--- src/rtl/spi_host_pkg.sv ---
package spi_host_pkg;

  typedef enum logic [2:0] {
    ST_IDLE,
    ST_LEAD,
    ST_SHIFT,
    ST_LAG,
    ST_GAP,
    ST_DONE
  } hostState_e;

  // strobes from control to datapath, one cycle each
  typedef struct packed {
    logic loadReq;    // capture request and first frame
    logic loadDummy;  // load the all-ones second frame
    logic sckRise;    // drive sck high, capture miso
    logic sckFall;    // drive sck low, advance mosi
    logic finish;     // latch result and error
  } dpCtl_t;

endpackage

--- src/rtl/spi_host_ctrl.sv ---
module spi_host_ctrl
  import spi_host_pkg::*;
#(
  parameter int FRAME_BITS = 17,
  parameter int DIV_W      = 8,
  parameter int DLY_W      = 8
) (
  input  logic             clk,
  input  logic             rstN,
  input  logic             reqValid,
  input  logic             reqRead,
  input  logic [DIV_W-1:0] cfgHalfDiv,
  input  logic [DLY_W-1:0] cfgLead,
  input  logic [DLY_W-1:0] cfgLag,
  input  logic [DLY_W-1:0] cfgGap,
  output logic             reqReady,
  output logic             rspDone,
  output logic             ssN,
  output dpCtl_t           ctl
);

  localparam int CNT_W = $clog2(FRAME_BITS + 1);
  localparam logic [CNT_W-1:0] LAST_BIT = CNT_W'(FRAME_BITS - 1);

  hostState_e state, nextState;
  logic [DLY_W-1:0] dlyCnt;
  logic [DIV_W-1:0] divCnt;
  logic [DIV_W-1:0] halfLimit;
  logic [CNT_W-1:0] bitCnt;
  logic             sckHigh;
  logic             readPend;
  logic             secondFrame;
  logic             divExp;

  assign halfLimit = (cfgHalfDiv == '0) ? DIV_W'(1) : cfgHalfDiv;
  assign divExp    = (divCnt == halfLimit - 1'b1);

  always_comb begin
    nextState = state;
    ctl       = '0;
    unique case (state)
      ST_IDLE: begin
        if (reqValid) begin
          ctl.loadReq = 1'b1;
          nextState   = ST_LEAD;
        end
      end
      ST_LEAD: begin
        if (dlyCnt == cfgLead) nextState = ST_SHIFT;
      end
      ST_SHIFT: begin
        if (divExp) begin
          if (!sckHigh) begin
            ctl.sckRise = 1'b1;
          end else begin
            ctl.sckFall = 1'b1;
            if (bitCnt == LAST_BIT) nextState = ST_LAG;
          end
        end
      end
      ST_LAG: begin
        if (dlyCnt == cfgLag) begin
          if (readPend && !secondFrame) begin
            nextState = ST_GAP;
          end else begin
            ctl.finish = 1'b1;
            nextState  = ST_DONE;
          end
        end
      end
      ST_GAP: begin
        if (dlyCnt == cfgGap) begin
          ctl.loadDummy = 1'b1;
          nextState     = ST_LEAD;
        end
      end
      ST_DONE: nextState = ST_IDLE;
      default: nextState = ST_IDLE;
    endcase
  end

  always_ff @(posedge clk or negedge rstN) begin
    if (!rstN) begin
      state       <= ST_IDLE;
      dlyCnt      <= '0;
      divCnt      <= '0;
      bitCnt      <= '0;
      sckHigh     <= 1'b0;
      readPend    <= 1'b0;
      secondFrame <= 1'b0;
      ssN         <= 1'b1;
    end else begin
      state <= nextState;
      ssN   <= !(nextState inside {ST_LEAD, ST_SHIFT, ST_LAG});

      if (nextState != state) dlyCnt <= '0;
      else if (state inside {ST_LEAD, ST_LAG, ST_GAP}) dlyCnt <= dlyCnt + 1'b1;

      if (state == ST_SHIFT && !divExp) divCnt <= divCnt + 1'b1;
      else divCnt <= '0;

      if (ctl.sckRise) sckHigh <= 1'b1;
      else if (ctl.sckFall || state != ST_SHIFT) sckHigh <= 1'b0;

      if (ctl.loadReq || ctl.loadDummy) bitCnt <= '0;
      else if (ctl.sckFall) bitCnt <= bitCnt + 1'b1;

      if (ctl.loadReq) begin
        readPend    <= reqRead;
        secondFrame <= 1'b0;
      end else if (ctl.loadDummy) begin
        secondFrame <= 1'b1;
      end
    end
  end

  assign reqReady = (state == ST_IDLE);
  assign rspDone  = (state == ST_DONE);

  // an accepted request closes the handshake until completion
  p_busy_after_accept_r1: assert property (@(posedge clk) disable iff (!rstN)
    (reqValid && reqReady) |=> !reqReady);

  // completion is a single-cycle pulse
  p_done_pulse_r9: assert property (@(posedge clk) disable iff (!rstN)
    rspDone |=> !rspDone);

  // select stays released during the off time of a read
  p_gap_released_r3: assert property (@(posedge clk) disable iff (!rstN)
    (state == ST_GAP) |-> ssN);

endmodule

--- src/rtl/spi_host_dp.sv ---
module spi_host_dp
  import spi_host_pkg::*;
#(
  parameter int ADDR_W = 8,
  parameter int DATA_W = 8
) (
  input  logic              clk,
  input  logic              rstN,
  input  dpCtl_t            ctl,
  input  logic              reqRead,
  input  logic [ADDR_W-1:0] reqAddr,
  input  logic [DATA_W-1:0] reqWdata,
  input  logic              miso,
  output logic              sck,
  output logic              mosi,
  output logic [DATA_W-1:0] rspData,
  output logic              rspErr
);

  localparam int FRAME_BITS = 1 + ADDR_W + DATA_W;
  localparam int ECHO_BITS  = 1 + ADDR_W;

  logic [FRAME_BITS-1:0] txSh;
  logic [FRAME_BITS-1:0] rxSh;
  logic [ADDR_W-1:0]     addrQ;
  logic                  rdFlag;
  logic [ECHO_BITS-1:0]  echoBits;

  assign echoBits = rxSh[FRAME_BITS-1 -: ECHO_BITS];

  always_ff @(posedge clk or negedge rstN) begin
    if (!rstN) begin
      txSh    <= '0;
      rxSh    <= '0;
      addrQ   <= '0;
      rdFlag  <= 1'b0;
      sck     <= 1'b0;
      rspData <= '0;
      rspErr  <= 1'b0;
    end else begin
      if (ctl.loadReq) begin
        txSh   <= {reqRead, reqAddr, (reqRead ? {DATA_W{1'b1}} : reqWdata)};
        rdFlag <= reqRead;
        addrQ  <= reqAddr;
      end else if (ctl.loadDummy) begin
        txSh <= '1;
      end else if (ctl.sckFall) begin
        txSh <= {txSh[FRAME_BITS-2:0], 1'b1};
      end

      if (ctl.sckRise) rxSh <= {rxSh[FRAME_BITS-2:0], miso};

      if (ctl.sckRise) sck <= 1'b1;
      else if (ctl.sckFall) sck <= 1'b0;

      if (ctl.finish) begin
        rspData <= rdFlag ? rxSh[DATA_W-1:0] : '0;
        rspErr  <= rdFlag && (echoBits != {1'b1, addrQ});
      end
    end
  end

  assign mosi = txSh[FRAME_BITS-1];

  // a rise strobe only arrives while the line is low, a fall only while high
  p_rise_from_low_r5: assert property (@(posedge clk) disable iff (!rstN)
    ctl.sckRise |-> !sck);
  p_fall_from_high_r5: assert property (@(posedge clk) disable iff (!rstN)
    ctl.sckFall |-> sck);

endmodule

--- src/rtl/spi_frame_host.sv ---
module spi_frame_host
  import spi_host_pkg::*;
#(
  parameter int ADDR_W = 8,
  parameter int DATA_W = 8,
  parameter int DIV_W  = 8,
  parameter int DLY_W  = 8
) (
  input  logic              clk,
  input  logic              rstN,
  input  logic              reqValid,
  output logic              reqReady,
  input  logic              reqRead,
  input  logic [ADDR_W-1:0] reqAddr,
  input  logic [DATA_W-1:0] reqWdata,
  input  logic [DIV_W-1:0]  cfgHalfDiv,
  input  logic [DLY_W-1:0]  cfgLead,
  input  logic [DLY_W-1:0]  cfgLag,
  input  logic [DLY_W-1:0]  cfgGap,
  output logic              rspDone,
  output logic [DATA_W-1:0] rspData,
  output logic              rspErr,
  output logic              ssN,
  output logic              sck,
  output logic              mosi,
  input  logic              miso
);

  localparam int FRAME_BITS = 1 + ADDR_W + DATA_W;

  dpCtl_t ctl;

  spi_host_ctrl #(
    .FRAME_BITS(FRAME_BITS),
    .DIV_W     (DIV_W),
    .DLY_W     (DLY_W)
  ) i_ctrl (
    .clk       (clk),
    .rstN      (rstN),
    .reqValid  (reqValid),
    .reqRead   (reqRead),
    .cfgHalfDiv(cfgHalfDiv),
    .cfgLead   (cfgLead),
    .cfgLag    (cfgLag),
    .cfgGap    (cfgGap),
    .reqReady  (reqReady),
    .rspDone   (rspDone),
    .ssN       (ssN),
    .ctl       (ctl)
  );

  spi_host_dp #(
    .ADDR_W(ADDR_W),
    .DATA_W(DATA_W)
  ) i_dp (
    .clk     (clk),
    .rstN    (rstN),
    .ctl     (ctl),
    .reqRead (reqRead),
    .reqAddr (reqAddr),
    .reqWdata(reqWdata),
    .miso    (miso),
    .sck     (sck),
    .mosi    (mosi),
    .rspData (rspData),
    .rspErr  (rspErr)
  );

  // the clock idles low whenever the target is deselected
  p_sck_idle_r4: assert property (@(posedge clk) disable iff (!rstN)
    ssN |-> !sck);

  // data out holds still through a high phase
  p_mosi_hold_r4: assert property (@(posedge clk) disable iff (!rstN)
    (sck && $past(sck)) |-> $stable(mosi));

  // a new error only shows up together with completion
  p_err_with_done_r8: assert property (@(posedge clk) disable iff (!rstN)
    $rose(rspErr) |-> rspDone);

  // completion only after select is released
  p_done_deselected_r9: assert property (@(posedge clk) disable iff (!rstN)
    rspDone |-> ssN);

endmodule

--- config.mk ---
export PLATFORM = sky130hd
export DESIGN_NAME = spi_frame_host
export DESIGN_NICKNAME = d
export VERILOG_FILES = /design/src/rtl/spi_host_pkg.sv /design/src/rtl/spi_host_ctrl.sv /design/src/rtl/spi_host_dp.sv /design/src/rtl/spi_frame_host.sv
export SDC_FILE = /design/constraint.sdc
export NUM_CORES = 1
export LEC_CHECK = 0
export ABC_AREA = 0
export BUFFER_PORTS_ARGS = -buffer_cell sky130_fd_sc_hd__buf_4
export CAP_MARGIN = 30
export CORE_ASPECT_RATIO = 1.25
export CORE_UTILIZATION = 30
export CTS_CLUSTER_SIZE = 12
export DETAILED_ROUTE_END_ITERATION = 10
export PLACE_DENSITY = 0.53
export SLEW_MARGIN = 25
export SYNTH_ARGS = -nofsm -noshare
export SYNTH_HDL_FRONTEND = slang
export SYNTH_SLANG_ARGS = --single-unit
--- constraint.sdc ---
create_clock -name clk -period 3.07 [get_ports clk]
set_clock_uncertainty 0.15 [all_clocks]
set_input_delay 0.614 -clock clk [delete_from_list [all_inputs] [get_ports clk]]
set_output_delay 0.614 -clock clk [all_outputs]
set_load 0.01 [all_outputs]
==> summary.txt, run 1 <==
register area share after synthesis -> 46.51%
Diodes inserted -> 0
PortBufs -> 66
Peak Freq -> 355.3 MHz
r2r setup slk -> 0.57 ns
Final Wtd Congestion -> 0.8034
cts repair resizes -> 0
Final Cycle Share -> 91.69%
Remaining Overflow, GRT -> 0
Cell Pwr Density -> 643.0 nW/um^2
ys async rst share -> 100.0%
largest net degree at the start of global routing -> 50
CP Launch Type -> input port
cts hold-fix bufs -> 0
clk slew on worst S/H paths -> 0.06 ns
reg2reg start -> i_ctrl.divCnt[2]$_DFF_PN0_
I/O Pins -> 67
die area -> 14840 um^2
Syn-to-layout area delta -> 24.87%
mean post-synth cell area -> 10.09 um^2
Synth Flop Type -> dfrtp_1
row cnt -> 48
clock latency on the worst-skew pair -> 0.34 ns
VDD IR-drop max -> 0.3227 mV
CTS H-tree lvls -> 3
residual DRC count -> 0
Period minus WS final -> 2.815 ns
most frequent CP cell -> or4_4
root buf cell -> clkbuf_16
initial drt markers -> 127
Worst Path Required -> 3.18 ns
Hold Crit Class -> input port to asynchronous set/reset pin
first-pass GRT wire length -> 16390 um
fin. max-slew vios -> 0
DR pass1 iterations -> 5
Die Ht -> 136.0 um
crit-path leading delay family -> simple AND/OR/NAND/NOR gates
Critical Path Sink -> i_ctrl.bitCnt[4]$_DFFE_PN0P_
Hold Violations, Final -> 0
crit-path max cell delay -> 0.60 ns
half-perimeter wire length after placement -> 7096 um
CP Class -> input port to flop
FILL cells -> 1410
Slew @ Worst Pin -> 0.6909 ns
cells after synthesis -> 427
initial antenna violation count -> 0
Post-Syn Area -> 4307 um^2
max cap viols -> 0
Num CTS Buffers -> 9
CP Depth -> 7
crit end category -> flop
distinct cell type count after synthesis -> 51
Slowest cell on crit path -> or4_4
Setup Fix Bufs, Post-CTS -> 0
EDFF count, synth -> 0
Initial Util -> 30.91%
wire per inst -> 14.43 um
worst-path fanout max -> 7
final antenna-violating net count -> 0
Yosys reg bits -> 80
most common cell after layout, fill and taps aside -> buf_4
Vias -> 3339
CTS Sinks -> 80
final worst slack -> 0.2551 ns
most frequent cells in the layout -> buf_4, dfrtp_1, inv_1
maximum clock path buffer count -> 2
core area -> 13930 um^2
CTS tree -> done
vias in the first global route -> 3458
Total GRT Usage -> 14.26%
WHS -> 0.1496 ns
synth warn -> 0
status -> finished, final reports clean
slew margin rel. -> 53.94%
crit path DAT -> 2.92 ns
worst-case reg-to-reg path depth -> 6
die width -> 109.2 um
RSZ-0062 raised after global routing -> no
setup slack at placement -> -0.09946 ns
final setup fails -> 0
WP buf/inv -> 1
DR vias/cell -> 4.918
crit-path cells -> buf_4, or4_4, o31ai_4, xnor2_1, or4_4, or4_1, a21oi_1
layout cell share with drive strength beyond 1 -> 28.57%
Static Leak -> 2.460 nW
Synth Net Count -> 485
drt total wl -> 9800 um
crit path from -> cfgHalfDiv[1]
R2R Path End -> i_ctrl.bitCnt[4]$_DFFE_PN0P_
Final nets -> 557
-- cell type report --
class,count,area [um^2],area share (%)
Clock buffer,9,225.2,4.188
Clock inverter,7,38.79,0.7213
Inverter,35,131.4,2.443
Multi-Input combinational cell,282,2052,38.16
Sequential cell,80,2003,37.25
Tap cell,175,219.0,4.072
Timing Repair Buffer,91,708.2,13.17
-- state kept, by name, summed over array words and instances, names as in the netlist --
| signal | flops |
|---|---|
| i_ctrl.divCnt | 8 |
| i_dp.rspData | 8 |
| i_dp.addrQ | 8 |
| i_ctrl.state | 3 |
| i_dp.sck | 1 |
| i_ctrl.readPend | 1 |
| i_dp.txSh | 17 |
| i_ctrl.bitCnt | 5 |
| i_ctrl.dlyCnt | 8 |
| i_ctrl.ssN | 1 |
| i_ctrl.secondFrame | 1 |
| i_ctrl.sckHigh | 1 |
| i_dp.rxSh | 17 |
| i_dp.rspErr | 1 |
-- metrics by stage --
| stage | cell area [um^2] | setup TNS [ns] | util, % | power [mW] | cells |
|---|---|---|---|---|---|
| after CTS | 5378 | 0 | 38.60 | 3.510 | 679 |
| after detailed placement | 5114 | -2.101 | 36.70 | 2.526 | 663 |
| after global routing | 5378 | 0 | 38.60 | 3.691 | 679 |
| after global placement | 5114 | -0.09364 | 36.70 | 2.500 | 663 |
| final | 5378 | 0 | 38.60 | 3.458 | 679 |
| after floorplan | 4318 | 0 | - | 2.156 | 427 |
-- how the worst min path moves through the flow --
stage	to	slack (ns)	cells after the start
4_1_cts	i_dp.txSh[0]$_DFFE_PN0P_	0.17	1
3_3_place_gp	i_dp.txSh[0]$_DFFE_PN0P_	0.34	1
5_1_grt	i_dp.txSh[11]$_DFFE_PN0P_	0.21	1
2_1_floorplan	i_ctrl.bitCnt[0]$_DFFE_PN0P_	0.17	0
6_report	i_dp.addrQ[7]$_DFFE_PN0P_	0.15	1
3_5_place_dp	i_dp.rxSh[16]$_DFFE_PN0P_	0.35	1
-- cell families (layout without fill, tap and decap cells) --
group / Yosys count / count (layout) / synth area share (%)
muxes: 36 / 36 / 9.123
AOI/OAI and AO/OA: 71 / 71 / 11.94
adders and majority gates: 5 / 5 / 1.453
DFF: 80 / 80 / 46.51
buffers and inverters: 65 / 142 / 6.101
xor gates and xnor gates: 53 / 53 / 10.78
and+or+nand+nor: 117 / 117 / 14.09
-- power breakdown --
part | leakage [nW] | internal, mW | switching (mW)
combinational | 1.32 | 0.499 | 0.448
clock | 0.138 | 0.539 | 0.424
sequential | 0.998 | 1.32 | 0.232
-- synthesized netlist by cell type (all sizes together), types with 2 or more instances --
master	n	area (um^2)
a211oi	2	15.01
a21oi	11	55.05
a31oi	2	12.51
a41oi	16	140.1
and2	3	18.77
and3	6	37.54
buf	8	48.79
clkbuf	22	82.58
dfrtp	79	1977
ha	5	62.56
inv	34	127.6
mux2	26	292.8
mux2i	10	100.1
nand2	19	71.32
nand2b	2	12.51
nand3	14	70.07
nand4	9	56.30
nor2	32	120.1
nor3	13	70.07
nor4	5	31.28
nor4bb	2	20.02
o2111ai	2	17.52
o21ai	7	35.03
o22ai	16	100.1
o31ai	4	43.79
o41ai	2	17.52
or2	2	12.51
or4	6	52.55
xnor2	27	236.5
xor2	26	227.7
-- metal layers --
metal / global-route usage (%) / vias up / routed length (um)
met4: 5.706 / 0 / 164
met2: 23.45 / 57 / 4733
met3: 2.780 / 12 / 338
met5: 0 / - / 0
met1: 18.19 / 1617 / 4563
li1: - / 1653 / -
Power figures use the tool's default switching activity.
==> run 2, diff against run 1 <==
Settings changed: BUFFER_PORTS_ARGS -buffer_cell sky130_fd_sc_hd__buf_4 to -buffer_cell sky130_fd_sc_hd__buf_2.
==> summary.txt, run 2 (same netlist as run 1, synthesis figures left out) <==
status -> finished, final reports clean
clk slew on worst S/H paths -> 0.06 ns
setup slack at placement -> -0.06185 ns
crit end category -> flop
VDD IR-drop max -> 0.2692 mV
Period minus WS final -> 2.809 ns
wire per inst -> 14.35 um
die width -> 109.2 um
Syn-to-layout area delta -> 21.64%
Peak Freq -> 356.0 MHz
final worst slack -> 0.2613 ns
CTS H-tree lvls -> 3
row cnt -> 48
Static Leak -> 2.391 nW
Setup Fix Bufs, Post-CTS -> 0
I/O Pins -> 67
most frequent cells in the layout -> dfrtp_1, buf_2, inv_1
RSZ-0062 raised after global routing -> no
vias in the first global route -> 3454
WP buf/inv -> 1
Tot Pwr -> 3.432 mW
WHS -> 0.1046 ns
max cap viols -> 0
Hold Violations, Final -> 0
residual DRC count -> 0
Initial Util -> 30.91%
dpl cells -> 662
DR vias/cell -> 4.950
initial drt markers -> 148
Remaining Overflow, GRT -> 0
fin. max-slew vios -> 0
final setup fails -> 0
most common cell after layout, fill and taps aside -> dfrtp_1
half-perimeter wire length after placement -> 7058 um
Final nets -> 556
cts hold-fix bufs -> 0
Total GRT Usage -> 14.16%
drt total wl -> 9730 um
Slowest cell on crit path -> or4_4
crit-path leading delay family -> simple AND/OR/NAND/NOR gates
layout cell share with drive strength beyond 1 -> 28.23%
Top Registers -> i_dp.rxSh (17), i_dp.txSh (17)
Finished Core Util -> 37.60%
Worst Path Required -> 3.17 ns
core area -> 13930 um^2
CTS Sinks -> 80
Final Cycle Share -> 91.49%
maximum clock path buffer count -> 2
die area -> 14840 um^2
largest net degree at the start of global routing -> 46
CP Class -> input port to flop
worst-path fanout max -> 6
Vias -> 3356
cts repair resizes -> 0
Num CTS Buffers -> 9
Diodes inserted -> 0
first-pass GRT wire length -> 16460 um
initial antenna violation count -> 0
Die Ht -> 136.0 um
Cell Pwr Density -> 655.2 nW/um^2
crit-path cells -> buf_2, nor3_2, a31oi_1, ha_1, o2111ai_1, o21ai_0, or4_4, or4_1, a21oi_1
PortBufs -> 66
Hold Crit Class -> input port to asynchronous set/reset pin
slew margin rel. -> 54.90%
CTS tree -> done
DR pass1 iterations -> 4
final antenna-violating net count -> 0
crit path DAT -> 2.91 ns
CP Launch Type -> input port
crit-path max cell delay -> 0.58 ns
Final Wtd Congestion -> 0.8246
root buf cell -> clkbuf_16
r2r setup slk -> 0.64 ns
clock latency on the worst-skew pair -> 0.33 ns
Slew @ Worst Pin -> 0.6765 ns
final cell count without fillers -> 678
## run 2: cell count changes in the layout (fill, tap and decap cells not counted)
| cell | before | now |
|---|---|---|
| clkinv_4 | 1 | 0 |
| clkbuf_8 | 0 | 1 |
| clkinv_2 | 6 | 2 |
| buf_4 | 89 | 22 |
| clkbuf_1 | 0 | 1 |
| buf_16 | 0 | 1 |
| clkinvlp_4 | 0 | 3 |
| buf_2 | 0 | 65 |
## run 2: worst paths after layout
| path | from | to | cells after the start |
|---|---|---|---|
| worst max register to register | i_ctrl.divCnt[2]$_DFF_PN0_ | i_ctrl.bitCnt[3]$_DFFE_PN0P_ | 6 |
| worst max-delay path | cfgHalfDiv[3] | i_ctrl.bitCnt[3]$_DFFE_PN0P_ | 9 |
| max in group asynchronous | rstN | i_ctrl.divCnt[0]$_DFF_PN0_ | 2 |
| worst min register to register | i_dp.sck$_DFFE_PN0P_ | i_dp.sck$_DFFE_PN0P_ | 2 |
| worst min-delay path | rstN | i_dp.addrQ[7]$_DFFE_PN0P_ | 1 |
| min in group clk | i_dp.sck$_DFFE_PN0P_ | i_dp.sck$_DFFE_PN0P_ | 2 |
## run 2: final cells by class
cell class                      count  area (um^2)
Sequential cell                    80         2003
Timing Repair Buffer               90        558.0
Tap cell                          175        219.0
Fill cell                        1440         8695
Inverter                           35        131.4
Clock inverter                      5        32.53
Clock buffer                       11        242.7
Multi-Input combinational cell    282         2052
## run 2: where the power goes
| part | internal (mW) | total (mW) | switching [mW] |
|---|---|---|---|
| logic | 0.446 | 0.898 | 0.451 |
| clock network | 0.567 | 0.987 | 0.420 |
| registers | 1.32 | 1.55 | 0.232 |
| total | 2.33 | 3.43 | 1.10 |
## run 2: routing by layer
metal,share of wire [%],GRT usage (%)
met4,1.4,5.255
met5,0,0
met3,3.1,2.637
met2,50,23.52
met1,46,18.12
## run 2: through the flow
step	setup TNS, ns	cell area (um^2)
floorplan	0	4318
global placement	-0.002923	4936
detailed placement	-1.047	4964
CTS	0	5239
global route	0	5239
finish	0	5239
==> run 3, diff against run 2 <==
Settings changed: PLACE_DENSITY 0.53 to 0.49.
==> summary.txt, run 3 (same netlist as run 1, synthesis figures left out) <==
residual DRC count -> 0
CP Launch Type -> input port
crit path DAT -> 2.91 ns
Diodes inserted -> 0
Setup Fix Bufs, Post-CTS -> 0
fin. max-slew vios -> 0
Num CTS Buffers -> 9
net load switching power -> 1.097 mW
first-pass GRT wire length -> 16250 um
clk slew on worst S/H paths -> 0.06 ns
CP Class -> input port to flop
initial antenna violation count -> 0
clock latency on the worst-skew pair -> 0.33 ns
final setup fails -> 0
Final Wtd Congestion -> 0.7876
root buf cell -> clkbuf_16
Die Ht -> 136.0 um
initial drt markers -> 142
layout cell share with drive strength beyond 1 -> 28.74%
TNS Setup -> 0 ns
Static Leak -> 2.430 nW
row cnt -> 48
Total GRT Usage -> 14.11%
CTS tree -> done
sequential cell area -> 2003 um^2
VDD IR-drop max -> 0.3101 mV
final worst slack -> 0.2704 ns
drt total wl -> 9862 um
DP Area -> 4997 um^2
half-perimeter wire length after placement -> 7215 um
PortBufs -> 66
status -> finished, final reports clean
Vias -> 3411
Final Cycle Share -> 91.19%
FILL cells -> 1413
clock share of power -> 30.0%
max cap viols -> 0
worst-path fanout max -> 6
CTS H-tree lvls -> 3
Hold Crit Class -> input port to asynchronous set/reset pin
cts repair resizes -> 0
Period minus WS final -> 2.800 ns
Peak Freq -> 357.2 MHz
Final nets -> 562
area of the multi-input gates -> 2061 um^2
Finished Core Util -> 37.94%
setup slack at placement -> -0.07261 ns
Worst Path Required -> 3.18 ns
Int Pwr -> 2.417 mW
part of the power in registers -> 44.0%
crit end category -> flop
slew margin rel. -> 51.83%
Tot Pwr -> 3.513 mW
largest net degree at the start of global routing -> 54
most common cell after layout, fill and taps aside -> dfrtp_1
RSZ-0062 raised after global routing -> no
Remaining Overflow, GRT -> 0
Sw Share -> 31.22%
wire per inst -> 14.44 um
die width -> 109.2 um
Cell Pwr Density -> 664.6 nW/um^2
Initial Util -> 30.91%
most frequent cells in the layout -> dfrtp_1, buf_2, inv_1
I/O Pins -> 67
Hold Violations, Final -> 0
maximum clock path buffer count -> 2
DR vias/cell -> 4.994
core area -> 13930 um^2
DR pass1 iterations -> 4
cts hold-fix bufs -> 0
vias in the first global route -> 3388
CTS Sinks -> 80
Syn-to-layout area delta -> 22.75%
final instance area -> 5286 um^2
Slew @ Worst Pin -> 0.7226 ns
die area -> 14840 um^2
final antenna-violating net count -> 0
combinational share of power -> 26.0%
Top Registers -> i_dp.rxSh (17), i_dp.txSh (17)
run 3: critical path: stages:
cell and delay, ns:
buf_2 0.12, nor3_2 0.22, a31oi_1 0.11, ha_1 0.25, o2111ai_1 0.20, o21ai_0 0.14, or4_4 0.58, or4_1 0.52
a21oi_1 0.15
run 3: layer usage:
| layer | global-route usage (%) | up-vias | wire length [um] |
|---|---|---|---|
| li1 | - | 1663 | - |
| met5 | 0 | - | 0 |
| met2 | 23.03 | 65 | 4799 |
| met4 | 4.730 | 0 | 151 |
| met1 | 18.16 | 1670 | 4518 |
| met3 | 3.356 | 13 | 392 |
run 3: final cells by class:
| type | instances | area share [%] |
|---|---|---|
| clock inverter | 3 | 0.8047 |
| multi-input combinational | 282 | 38.98 |
| clock buffer | 12 | 4.663 |
| tap | 175 | 4.142 |
| inverter | 35 | 2.485 |
| timing repair buffer | 96 | 11.03 |
| sequential | 80 | 37.89 |
run 3: final timing paths:
path | slack, ns | depth (start not counted) | startpoint | to
setup / recovery | 0.27 | 9 | cfgHalfDiv[3] | i_ctrl.bitCnt[3]$_DFFE_PN0P_
hold / removal | 0.06 | 1 | rstN | i_dp.txSh[0]$_DFFE_PN0P_
setup reg to reg | 0.60 | 7 | i_ctrl.dlyCnt[6]$_DFFE_PN0P_ | i_dp.txSh[8]$_DFFE_PN0P_
hold reg to reg | 0.36 | 1 | i_dp.txSh[0]$_DFFE_PN0P_ | i_dp.txSh[0]$_DFFE_PN0P_
max in group asynchronous | 2.10 | 2 | rstN | i_dp.rxSh[1]$_DFFE_PN0P_
min in group clk | 0.34 | 2 | reqWdata[0] | i_dp.txSh[0]$_DFFE_PN0P_
run 3: power groups by stage:
stage	clock network, mW	registers, mW	logic (mW)
after floorplan	0	1.48	0.677
after global placement	0	1.56	0.915
after detailed placement	0	1.57	0.930
after CTS	1.09	1.55	0.936
after global routing	1.13	1.59	1.04
final	1.05	1.55	0.914
run 3: through the flow:
| stage | std cells | hold WS [ns] |
|---|---|---|
| 2_1_floorplan | 427 | 0.1684 |
| 3_3_place_gp | 668 | 0.3448 |
| 3_5_place_dp | 668 | 0.3545 |
| 4_1_cts | 683 | 0.06792 |
| 5_1_grt | 683 | 0.08473 |
| 6_report | 683 | 0.06315 |
